## src/rtl/qbp_pkg.sv

```systemverilog
package qbp_pkg;
  // which value the pad currently drives
  typedef enum logic {
    SRC_LATCH = 1'b0,
    SRC_ADDR  = 1'b1
  } drv_src_e;
endpackage

```

## src/rtl/qbp_latch.sv

```systemverilog
module qbp_latch
  import qbp_pkg::*;
#(
  parameter int WIDTH = 8
) (
  input  logic             clk,
  input  logic             rst,
  input  logic             wr_en,
  input  logic [WIDTH-1:0] wr_data,
  input  logic             addr_mode,
  input  logic [WIDTH-1:0] addr_byte,
  output logic [WIDTH-1:0] latch_q,
  output logic [WIDTH-1:0] addr_q,
  output drv_src_e         src_q,
  output logic [WIDTH-1:0] rise_o
);

  // bits about to change from 0 to 1 at the coming edge
  assign rise_o = wr_en ? (wr_data & ~latch_q) : '0;

  always_ff @(posedge clk or posedge rst) begin
    if (rst) begin
      latch_q <= '1;
      addr_q  <= '0;
      src_q   <= SRC_LATCH;
    end else begin
      if (wr_en) latch_q <= wr_data;
      addr_q <= addr_byte;
      src_q  <= addr_mode ? SRC_ADDR : SRC_LATCH;
    end
  end


  reset_ones_chk: assert property (@(posedge clk) rst |-> (&latch_q && src_q == SRC_LATCH));


  mode_follow_chk: assert property (@(posedge clk) disable iff (rst)
    !addr_mode |=> src_q == SRC_LATCH);

endmodule

```

## src/rtl/qbp_pulse.sv

```systemverilog
module qbp_pulse #(
  parameter int WIDTH        = 8,
  parameter int PULSE_CYCLES = 2
) (
  input  logic             clk,
  input  logic             rst,
  input  logic [WIDTH-1:0] rise_i,
  output logic [WIDTH-1:0] active_o
);

  localparam int CW = $clog2(PULSE_CYCLES + 1);
  localparam logic [CW-1:0] LOAD = CW'(PULSE_CYCLES);

  for (genvar b = 0; b < WIDTH; b++) begin : g_bit
    logic [CW-1:0] cnt;

    always_ff @(posedge clk or posedge rst) begin
      if (rst)            cnt <= '0;
      else if (rise_i[b]) cnt <= LOAD;
      else if (cnt != '0) cnt <= cnt - 1'b1;
    end

    assign active_o[b] = (cnt != '0);


    burst_start_chk: assert property (@(posedge clk) disable iff (rst)
      rise_i[b] |=> active_o[b]);


    burst_reload_chk: assert property (@(posedge clk) disable iff (rst)
      $fell(active_o[b]) |-> !$past(rise_i[b]));
  end

endmodule

```

## src/rtl/qbp_drive.sv

```systemverilog
module qbp_drive
  import qbp_pkg::*;
#(
  parameter int WIDTH = 8
) (
  input  drv_src_e         src,
  input  logic [WIDTH-1:0] latch_q,
  input  logic [WIDTH-1:0] addr_q,
  input  logic [WIDTH-1:0] burst,
  input  logic [WIDTH-1:0] pin_sense,
  output logic [WIDTH-1:0] strong_pu,
  output logic [WIDTH-1:0] medium_pu,
  output logic [WIDTH-1:0] weak_pu,
  output logic [WIDTH-1:0] pull_dn
);

  logic [WIDTH-1:0] level;

  always_comb begin
    if (src == SRC_ADDR) begin
      level     = addr_q;
      strong_pu = addr_q;
      medium_pu = '0;
    end else begin
      level     = latch_q;
      strong_pu = latch_q & burst;
      medium_pu = latch_q & ~burst & pin_sense;
    end
    weak_pu = level;
    pull_dn = ~level;
  end

endmodule

```

## src/rtl/qbp_port_ctrl.sv

```systemverilog
module qbp_port_ctrl
  import qbp_pkg::*;
#(
  parameter int WIDTH        = 8,
  parameter int PULSE_CYCLES = 2
) (
  input  logic             clk,
  input  logic             rst,
  input  logic             wr_en,
  input  logic [WIDTH-1:0] wr_data,
  input  logic             addr_mode,
  input  logic [WIDTH-1:0] addr_byte,
  input  logic [WIDTH-1:0] pin_sense,
  input  logic             rd_rmw,
  output logic [WIDTH-1:0] rd_data,
  output logic [WIDTH-1:0] strong_pu,
  output logic [WIDTH-1:0] medium_pu,
  output logic [WIDTH-1:0] weak_pu,
  output logic [WIDTH-1:0] pull_dn
);

  logic [WIDTH-1:0] latch_q, addr_q, rise, burst;
  drv_src_e         src_q;

  qbp_latch #(.WIDTH(WIDTH)) u_latch (
    .clk(clk), .rst(rst), .wr_en(wr_en), .wr_data(wr_data),
    .addr_mode(addr_mode), .addr_byte(addr_byte),
    .latch_q(latch_q), .addr_q(addr_q), .src_q(src_q), .rise_o(rise)
  );

  qbp_pulse #(.WIDTH(WIDTH), .PULSE_CYCLES(PULSE_CYCLES)) u_pulse (
    .clk(clk), .rst(rst), .rise_i(rise), .active_o(burst)
  );

  qbp_drive #(.WIDTH(WIDTH)) u_drive (
    .src(src_q), .latch_q(latch_q), .addr_q(addr_q), .burst(burst),
    .pin_sense(pin_sense), .strong_pu(strong_pu), .medium_pu(medium_pu),
    .weak_pu(weak_pu), .pull_dn(pull_dn)
  );

  assign rd_data = rd_rmw ? latch_q : pin_sense;

  for (genvar p = 0; p < WIDTH; p++) begin : g_chk

    low_pin_chk: assert property (@(posedge clk) disable iff (rst)
      (src_q == SRC_LATCH && !latch_q[p]) |-> (pull_dn[p] && !strong_pu[p] && !medium_pu[p]));

    pd_keeper_excl_chk: assert property (@(posedge clk) disable iff (rst)
      pull_dn[p] != weak_pu[p]);

    medium_release_chk: assert property (@(posedge clk) disable iff (rst)
      !pin_sense[p] |-> !medium_pu[p]);

    addr_strong_chk: assert property (@(posedge clk) disable iff (rst)
      (src_q == SRC_ADDR && addr_q[p]) |-> (strong_pu[p] && !pull_dn[p]));

    no_repeat_burst_chk: assert property (@(posedge clk) disable iff (rst)
      (wr_en && wr_data[p] && latch_q[p] && !strong_pu[p] && src_q == SRC_LATCH && !addr_mode)
        |=> !strong_pu[p]);
  end

endmodule

```

## config.mk

```make
export PLATFORM = sky130hd
export DESIGN_NAME = qbp_port_ctrl
export DESIGN_NICKNAME = d
export VERILOG_FILES = /design/src/rtl/qbp_pkg.sv /design/src/rtl/qbp_latch.sv /design/src/rtl/qbp_pulse.sv /design/src/rtl/qbp_drive.sv /design/src/rtl/qbp_port_ctrl.sv
export SDC_FILE = /design/constraint.sdc
export NUM_CORES = 1
export LEC_CHECK = 0
export ABC_AREA = 1
export BUFFER_PORTS_ARGS = -buffer_cell sky130_fd_sc_hd__buf_2
export CAP_MARGIN = 20
export CORE_MARGIN = 3
export CORE_UTILIZATION = 40
export DETAILED_ROUTE_END_ITERATION = 10
export GPL_ROUTABILITY_DRIVEN = 0
export GPL_TIMING_DRIVEN = 0
export HOLD_SLACK_MARGIN = 0.08
export PLACE_DENSITY = 0.67
export SYNTH_ARGS = -nofsm -noshare
export SYNTH_HDL_FRONTEND = slang
export SYNTH_SLANG_ARGS = --single-unit
```

## constraint.sdc

```tcl
create_clock -name clk -period 1.75 [get_ports clk]
set_clock_uncertainty 0.1 [all_clocks]
set_input_delay 0.35 -clock clk [delete_from_list [all_inputs] [get_ports clk]]
set_output_delay 0.35 -clock clk [all_outputs]
set_load 0.02 [all_outputs]
```

==> results.py, run 1 <==
metrics = {
    "worst_setup_path": {
        "slowest_stage": "dfrtp_2",
        "cp-end-kind": "output port",
        "worst_ep_arrival_time_ps": 1310,
        "cp-startpoint": "u_latch.src_q",
        "r2r-start": "u_pulse.g_bit[1].cnt[0]",
        "cp_top_family": "buffers and inverters",
        "cp_data_required_time_ps": 1300,
        "critical_path_depth": 7,
        "crit_path_end": "pull_dn[3]",
        "crit_chain": "inv_8 > buf_12 > buf_12 > nand2_4 > nand2_4 > inv_2 > buf_6",
        "worst_setup_path_start_kind": "flip-flop",
        "r2r_cells": 7,
        "path_buf_inv": 5,
        "critPathMaxFanout": 5,
        "r2r_slack_ps": 590,
        "critPathKind": "reg2out",
        "cpPeakStageDelay_ps": 450,
        "worstReg2RegEnd": "u_pulse.g_bit[1].cnt[1]",
    },
    "sta": {
        "rsz0062_at_grt": "yes",
        "slew_violations": 0,
        "hold_ws_ps": 120,
        "finalSetupViolCount": 1,
        "max_slew.worst_pin.slew_ps": 813,
        "setup_ws_ps": -13.4,
        "finalHoldViolations": 0,
        "slew_headroom": 0.458,
        "fmax_mhz": 567,
        "period_share": 1.01,
        "finalCriticalPeriod_ps": 1760,
    },
    "power_and_ir_drop": {
        "intPower_mw": 2.07,
        "clockPowerShare": 0.174,
        "share_comb_of_total_power": 0.503,
        "p_sw_mw": 1.37,
        "p_seq_frac": 0.323,
        "total_power_mw": 3.45,
        "ir_drop_uv": 608,
        "power_density_mw_per_mm2": 1230,
        "leakagePower_nw": 1.52,
        "switching_share": 0.398,
    },
    "clock_network": {
        "h-tree-depth": 2,
        "cts_sinks": 33,
        "cts_root_buf": "clkbuf_8",
        "numCtsBuffers": 5,
        "clk_pin_slew_ps": 70,
        "cts_tree": "done",
        "worstSkewPairLatency_ps": 280,
        "cts.path.max_buffers": 2,
    },
    "finish": {
        "syn2layout_area_growth_pct": 50.3,
        "layout_common_cells": "92 x nand2_1, 39 x buf_2, 31 x nor2_1",
        "final_nets": 386,
        "antenna_cells": 0,
        "fill_cells": 391,
        "layout_commonest_cell": "nand2_1",
        "drive_gt1_frac": 0.397,
    },
    "synth": {
        "synth-simple-area-share": 0.331,
        "syn_inst": 257,
        "synth_mux_area_frac": 0,
        "synth_cell_type_count": 16,
        "synth_compound_area_frac": 0.0430,
        "synth_top_family_by_area": "simple AND/OR/NAND/NOR gates",
        "yosysSeqAreaShare": 0.449,
        "synth_fa_ha_area_frac": 0.0538,
        "synth_seq_cells": 33,
        "synth_xor_area_frac": 0,
        "syn_area_mm2": 0.00186,
        "avgSynthCellArea_um2": 7.24,
        "yosysWarnings": 0,
        "synth_nets": 294,
    },
    "floorplanning": {
        "die_h_um": 74.2,
        "num_rows": 24,
        "start_util": 0.422,
        "coreArea_mm2": 0.00441,
        "pin_count": 69,
        "die_x_um": 74.2,
        "dieArea_mm2": 0.00551,
    },
    "run_status": {
        "status": "complete, but fails checks",
        "violations": "negative setup slack",
    },
    "hold_path": {
        "hold_path.class": "in2async",
    },
    "detailed_routing": {
        "first_iter_violations": 81,
        "drt_wl_total_um": 5150,
        "drcViolationCount": 0,
        "drtPass1Iterations": 4,
        "ant_nets": 0,
        "viasPerCell": 4.72,
        "vias": 1897,
        "drt-wirelength-per-cell_um": 12.8,
    },
    "run": {
        "drv_cap": 0,
    },
    "global_routing": {
        "grt_max_degree": 20,
        "grt_pass1_wl_um": 7900,
        "first_global_vias": 1796,
        "antenna_found_initial": 0,
        "grt-ovfl-total": 0,
        "grtUsageTotal": 0.192,
    },
    "placement": {
        "port_buffers": 67,
        "hpwl_um": 3400,
        "pre_cts_slack_ps": 241,
    },
}
-- through the flow --
stage	cells	util	setup TNS [ps]	area [um^2]
after global routing	402	0.634	-756	2800
final	402	0.634	-13.4	2800
after detailed placement	377	0.519	0	2290
after global placement	376	0.512	0	2260
after CTS	401	0.606	-282	2680
after floorplan	257	-	0	1860
-- per-layer routing --
metal,vias up,GRT usage,share of wire
met1,870,0.223,0.42
met5,-,0,0
met3,9,0.0405,0.058
met4,0,0.0830,0.016
li1,960,-,-
met2,58,0.343,0.50
-- synth_stat cells --
cell type / count / area share
a21oi_1: 8 / 0.022
inv_1: 39 / 0.079
dfstp_2: 8 / 0.11
buf_12: 1 / 0.011
buf_4: 3 / 0.012
buf_6: 2 / 0.012
inv_2: 2 / 0.0040
nand2_1: 100 / 0.20
ha_1: 8 / 0.054
inv_8: 1 / 0.0060
nand2_4: 3 / 0.018
o21ai_0: 8 / 0.022
nand3_1: 16 / 0.043
nor2_1: 32 / 0.065
nand2_2: 1 / 0.0034
dfrtp_1: 25 / 0.34
-- power groups by stage --
stage | clock [mW] | combinational (mW) | sequential, mW
3_5_place_dp | 0 | 1.34 | 1.10
4_1_cts | 0.605 | 1.56 | 1.09
2_1_floorplan | 0 | 1.02 | 1.08
3_3_place_gp | 0 | 1.27 | 1.09
6_report | 0.598 | 1.73 | 1.11
5_1_grt | 0.639 | 1.99 | 1.13
-- repair_timing --
| item | CTS | global route |
|---|---|---|
| setup buffers | 6 | 2 |
| pin swaps | 4 | 8 |
| endpoints found under the setup margin | 15 | 34 |
| hold buffers | 9 | 0 |
| endpoints found under the hold margin | 9 | 0 |
| resized for setup | 38 | 43 |
| gates cloned | 1 | 0 |
-- how the worst min path moves through the flow --
stage,from,to,cells after the start,slack (ps)
after CTS,rst,u_latch.addr_q[2],2,150
after floorplan,addr_byte[0],u_latch.addr_q[0],0,280
after detailed placement,addr_byte[3],u_latch.addr_q[3],1,360
after global routing,rst,u_pulse.g_bit[2].cnt[1],2,180
final,rst,u_latch.addr_q[6],2,120
after global placement,addr_byte[3],u_latch.addr_q[3],1,360
-- cells by family after synthesis --
| family | after synthesis |
|---|---|
| buffers and inverters | 48 |
| AND/OR/NAND/NOR | 152 |
| adder cells (fa/ha/maj) | 8 |
| AO/OA/AOI/OAI | 16 |
| flip-flops | 33 |
-- area by class of cell --
type                       instances  area, um^2  share of cell area
buffer                             5        53.8              0.0192
inverter                          42         165              0.0590
sequential                        33         837               0.299
clock buffer                       8        90.1              0.0322
timing repair buffer              86         657               0.235
tap                               52        65.1              0.0232
multi-input combinational        176         931               0.333
-- sequential cells by signal (all words and copies together), names as in the netlist --
| name | count |
|---|---|
| u_latch.src_q | 1 |
| u_latch.latch_q | 8 |
| u_pulse.g_bit.cnt | 16 |
| u_latch.addr_q | 8 |
Note: power is estimated with default switching activity, not from simulation.
==> inputs of run 2 (changes only) <==
REMOVE_ABC_BUFFERS = 1   (was not set)
==> run 2 against run 1 <==
Against the previous run: the run still ends with negative setup slack left; power fell by 4.8%; clock power shrank 8.5%; register-to-register slack better by 60 ps; cell area down 0.98%; die area did not move; sequential power about the same; first-iteration DRC count is 37% lower; hold slack worse by 41 ps; flip-flop and latch count stayed put; combinational power shrank 6%; critical path type unchanged; critical endpoint is now pull_dn[0].
==> results.py, run 2 (synthesis results as in run 1) <==
metrics = {
    "run_status": {
        "status": "complete, but fails checks",
        "violations": "negative setup slack",
    },
    "finish": {
        "syn2layout_area_growth_pct": 48.9,
        "reg.largest.list": "u_pulse.g_bit.cnt: 16 flops, u_latch.addr_q: 8 flops, u_latch.latch_q: 8 flops",
        "multi_input_area_um2": 958,
        "drive_gt1_frac": 0.401,
        "fin_util": 0.628,
        "antenna_cells": 0,
        "ff_latch_area_um2": 840,
        "layout_commonest_cell": "nand2_1",
        "largest_register_ffs": 16,
        "top_register": "u_pulse.g_bit.cnt",
        "final_nets": 380,
        "stdcell_area_mm2": 0.00277,
        "layout.cells.non_filler": 396,
        "fill_cells": 380,
        "layout_common_cells": "80 x nand2_1, 41 x buf_2, 31 x nor2_1",
    },
    "worst_setup_path": {
        "critPathKind": "reg2out",
        "slowest_stage": "dfrtp_4",
        "cpPeakStageDelay_ps": 580,
        "r2r-start": "u_pulse.g_bit[3].cnt[0]",
        "cp-startpoint": "u_latch.src_q",
        "r2r_cells": 6,
        "cp_common_cell": "nand2_4",
        "critPathMaxFanout": 7,
        "worstReg2RegEnd": "u_pulse.g_bit[3].cnt[1]",
        "r2r_slack_ps": 650,
        "worst_ep_arrival_time_ps": 1340,
        "path_buf_inv": 3,
        "worst_setup_path_start_kind": "flip-flop",
        "crit_path_end": "pull_dn[0]",
        "crit_chain": "buf_12 > nand2_4 > nand2_4 > inv_2 > buf_6",
        "critical_path_depth": 5,
        "cp_top_family": "flip-flops",
        "cp_data_required_time_ps": 1300,
        "cp-end-kind": "output port",
    },
    "sta": {
        "finalSetupViolCount": 14,
        "fmax_mhz": 560,
        "rsz0062_at_grt": "yes",
        "slew_headroom": 0.525,
        "setup_ws_ps": -35.5,
        "slew_violations": 0,
        "max_slew.worst_pin.slew_ps": 712,
        "finalHoldViolations": 0,
        "period_share": 1.02,
        "finalSetupTns_ps": -207,
        "finalCriticalPeriod_ps": 1790,
        "hold_ws_ps": 78.1,
    },
    "power_and_ir_drop": {
        "total_power_mw": 3.28,
        "power_density_mw_per_mm2": 1180,
        "leakagePower_nw": 1.50,
        "ir_drop_uv": 657,
    },
    "placement": {
        "dp_cells": 372,
        "hpwl_um": 2990,
        "port_buffers": 68,
        "placed_cell_area_mm2": 0.00223,
        "pre_cts_slack_ps": 36.0,
    },
    "detailed_routing": {
        "drt-wirelength-per-cell_um": 11.4,
        "vias": 1802,
        "viasPerCell": 4.55,
        "first_iter_violations": 51,
        "drcViolationCount": 0,
        "drtPass1Iterations": 4,
        "drt_wl_total_um": 4520,
        "ant_nets": 0,
    },
    "clock_network": {
        "cts_tree": "done",
        "numCtsBuffers": 5,
        "cts.path.max_buffers": 2,
        "worstSkewPairLatency_ps": 280,
        "cts_sinks": 33,
        "cts_root_buf": "clkbuf_8",
        "clk_pin_slew_ps": 60,
        "h-tree-depth": 2,
    },
    "global_routing": {
        "first_global_vias": 1651,
        "grt_pass1_wl_um": 6970,
        "antenna_found_initial": 0,
        "grt_max_degree": 25,
        "grtUsageTotal": 0.170,
        "grt-ovfl-total": 0,
    },
    "floorplanning": {
        "dieArea_mm2": 0.00551,
        "pin_count": 69,
        "num_rows": 24,
        "coreArea_mm2": 0.00441,
        "start_util": 0.422,
        "die_x_um": 74.2,
        "die_h_um": 74.2,
    },
    "run": {
        "drv_cap": 0,
    },
    "hold_path": {
        "hold_path.class": "in2async",
    },
}
==> run 2: changes by cell type in the layout (fill, tap and decap cells not counted), moves of 2 or more <==
| cell | previous run | this run |
|---|---|---|
| buf_6 | 10 | 17 |
| nand2_2 | 9 | 15 |
| a21oi_1 | 6 | 8 |
| nand2_4 | 3 | 9 |
| buf_4 | 29 | 15 |
| nand2_1 | 92 | 80 |
| nand3_1 | 12 | 15 |
| a21oi_2 | 2 | 0 |
| nand3_2 | 4 | 1 |
| buf_2 | 39 | 41 |
==> run 2: layout make-up <==
cell class / instances / area share
clock buffers: 8 / 0.0289
inverters: 42 / 0.0614
multi-input cells: 176 / 0.346
flip-flops and latches: 33 / 0.303
well taps: 52 / 0.0235
repair buffers: 84 / 0.233
repair inverters: 1 / 0.00406
==> run 2: routing by layer <==
layer | part of all wire | GRT usage | vias up
met5 | 0 | 0 | -
met4 | 0.014 | 0.0593 | 0
met3 | 0.055 | 0.0365 | 6
met2 | 0.49 | 0.307 | 48
met1 | 0.44 | 0.198 | 801
li1 | - | - | 947
==> run 2: how the worst min path moves through the flow <==
| stage | depth (start not counted) | slack, ps | endpoint |
|---|---|---|---|
| final | 2 | 80 | u_latch.addr_q[7] |
| after global placement | 1 | 360 | u_latch.addr_q[6] |
| after floorplan | 0 | 280 | u_latch.addr_q[0] |
| after global routing | 2 | 130 | u_latch.addr_q[7] |
| after detailed placement | 1 | 360 | u_latch.addr_q[6] |
| after CTS | 2 | 100 | u_pulse.g_bit[3].cnt[1] |
==> run 2: report_power, final <==
group / switching (mW) / total, mW / internal (mW)
combinational: 0.924 / 1.62 / 0.699
sequential: 0.108 / 1.11 / 1.00
clock: 0.265 / 0.547 / 0.282
==> run 2: what timing repair did <==
item                                   4_1_cts  5_1_grt
endpoints found under the hold margin        9        0
cloned                                       1        0
setup endpoints to repair                   32       34
buffers inserted                             5        1
pin swaps                                    6        5
hold buffers                                 9        0
resized for setup                           43       59
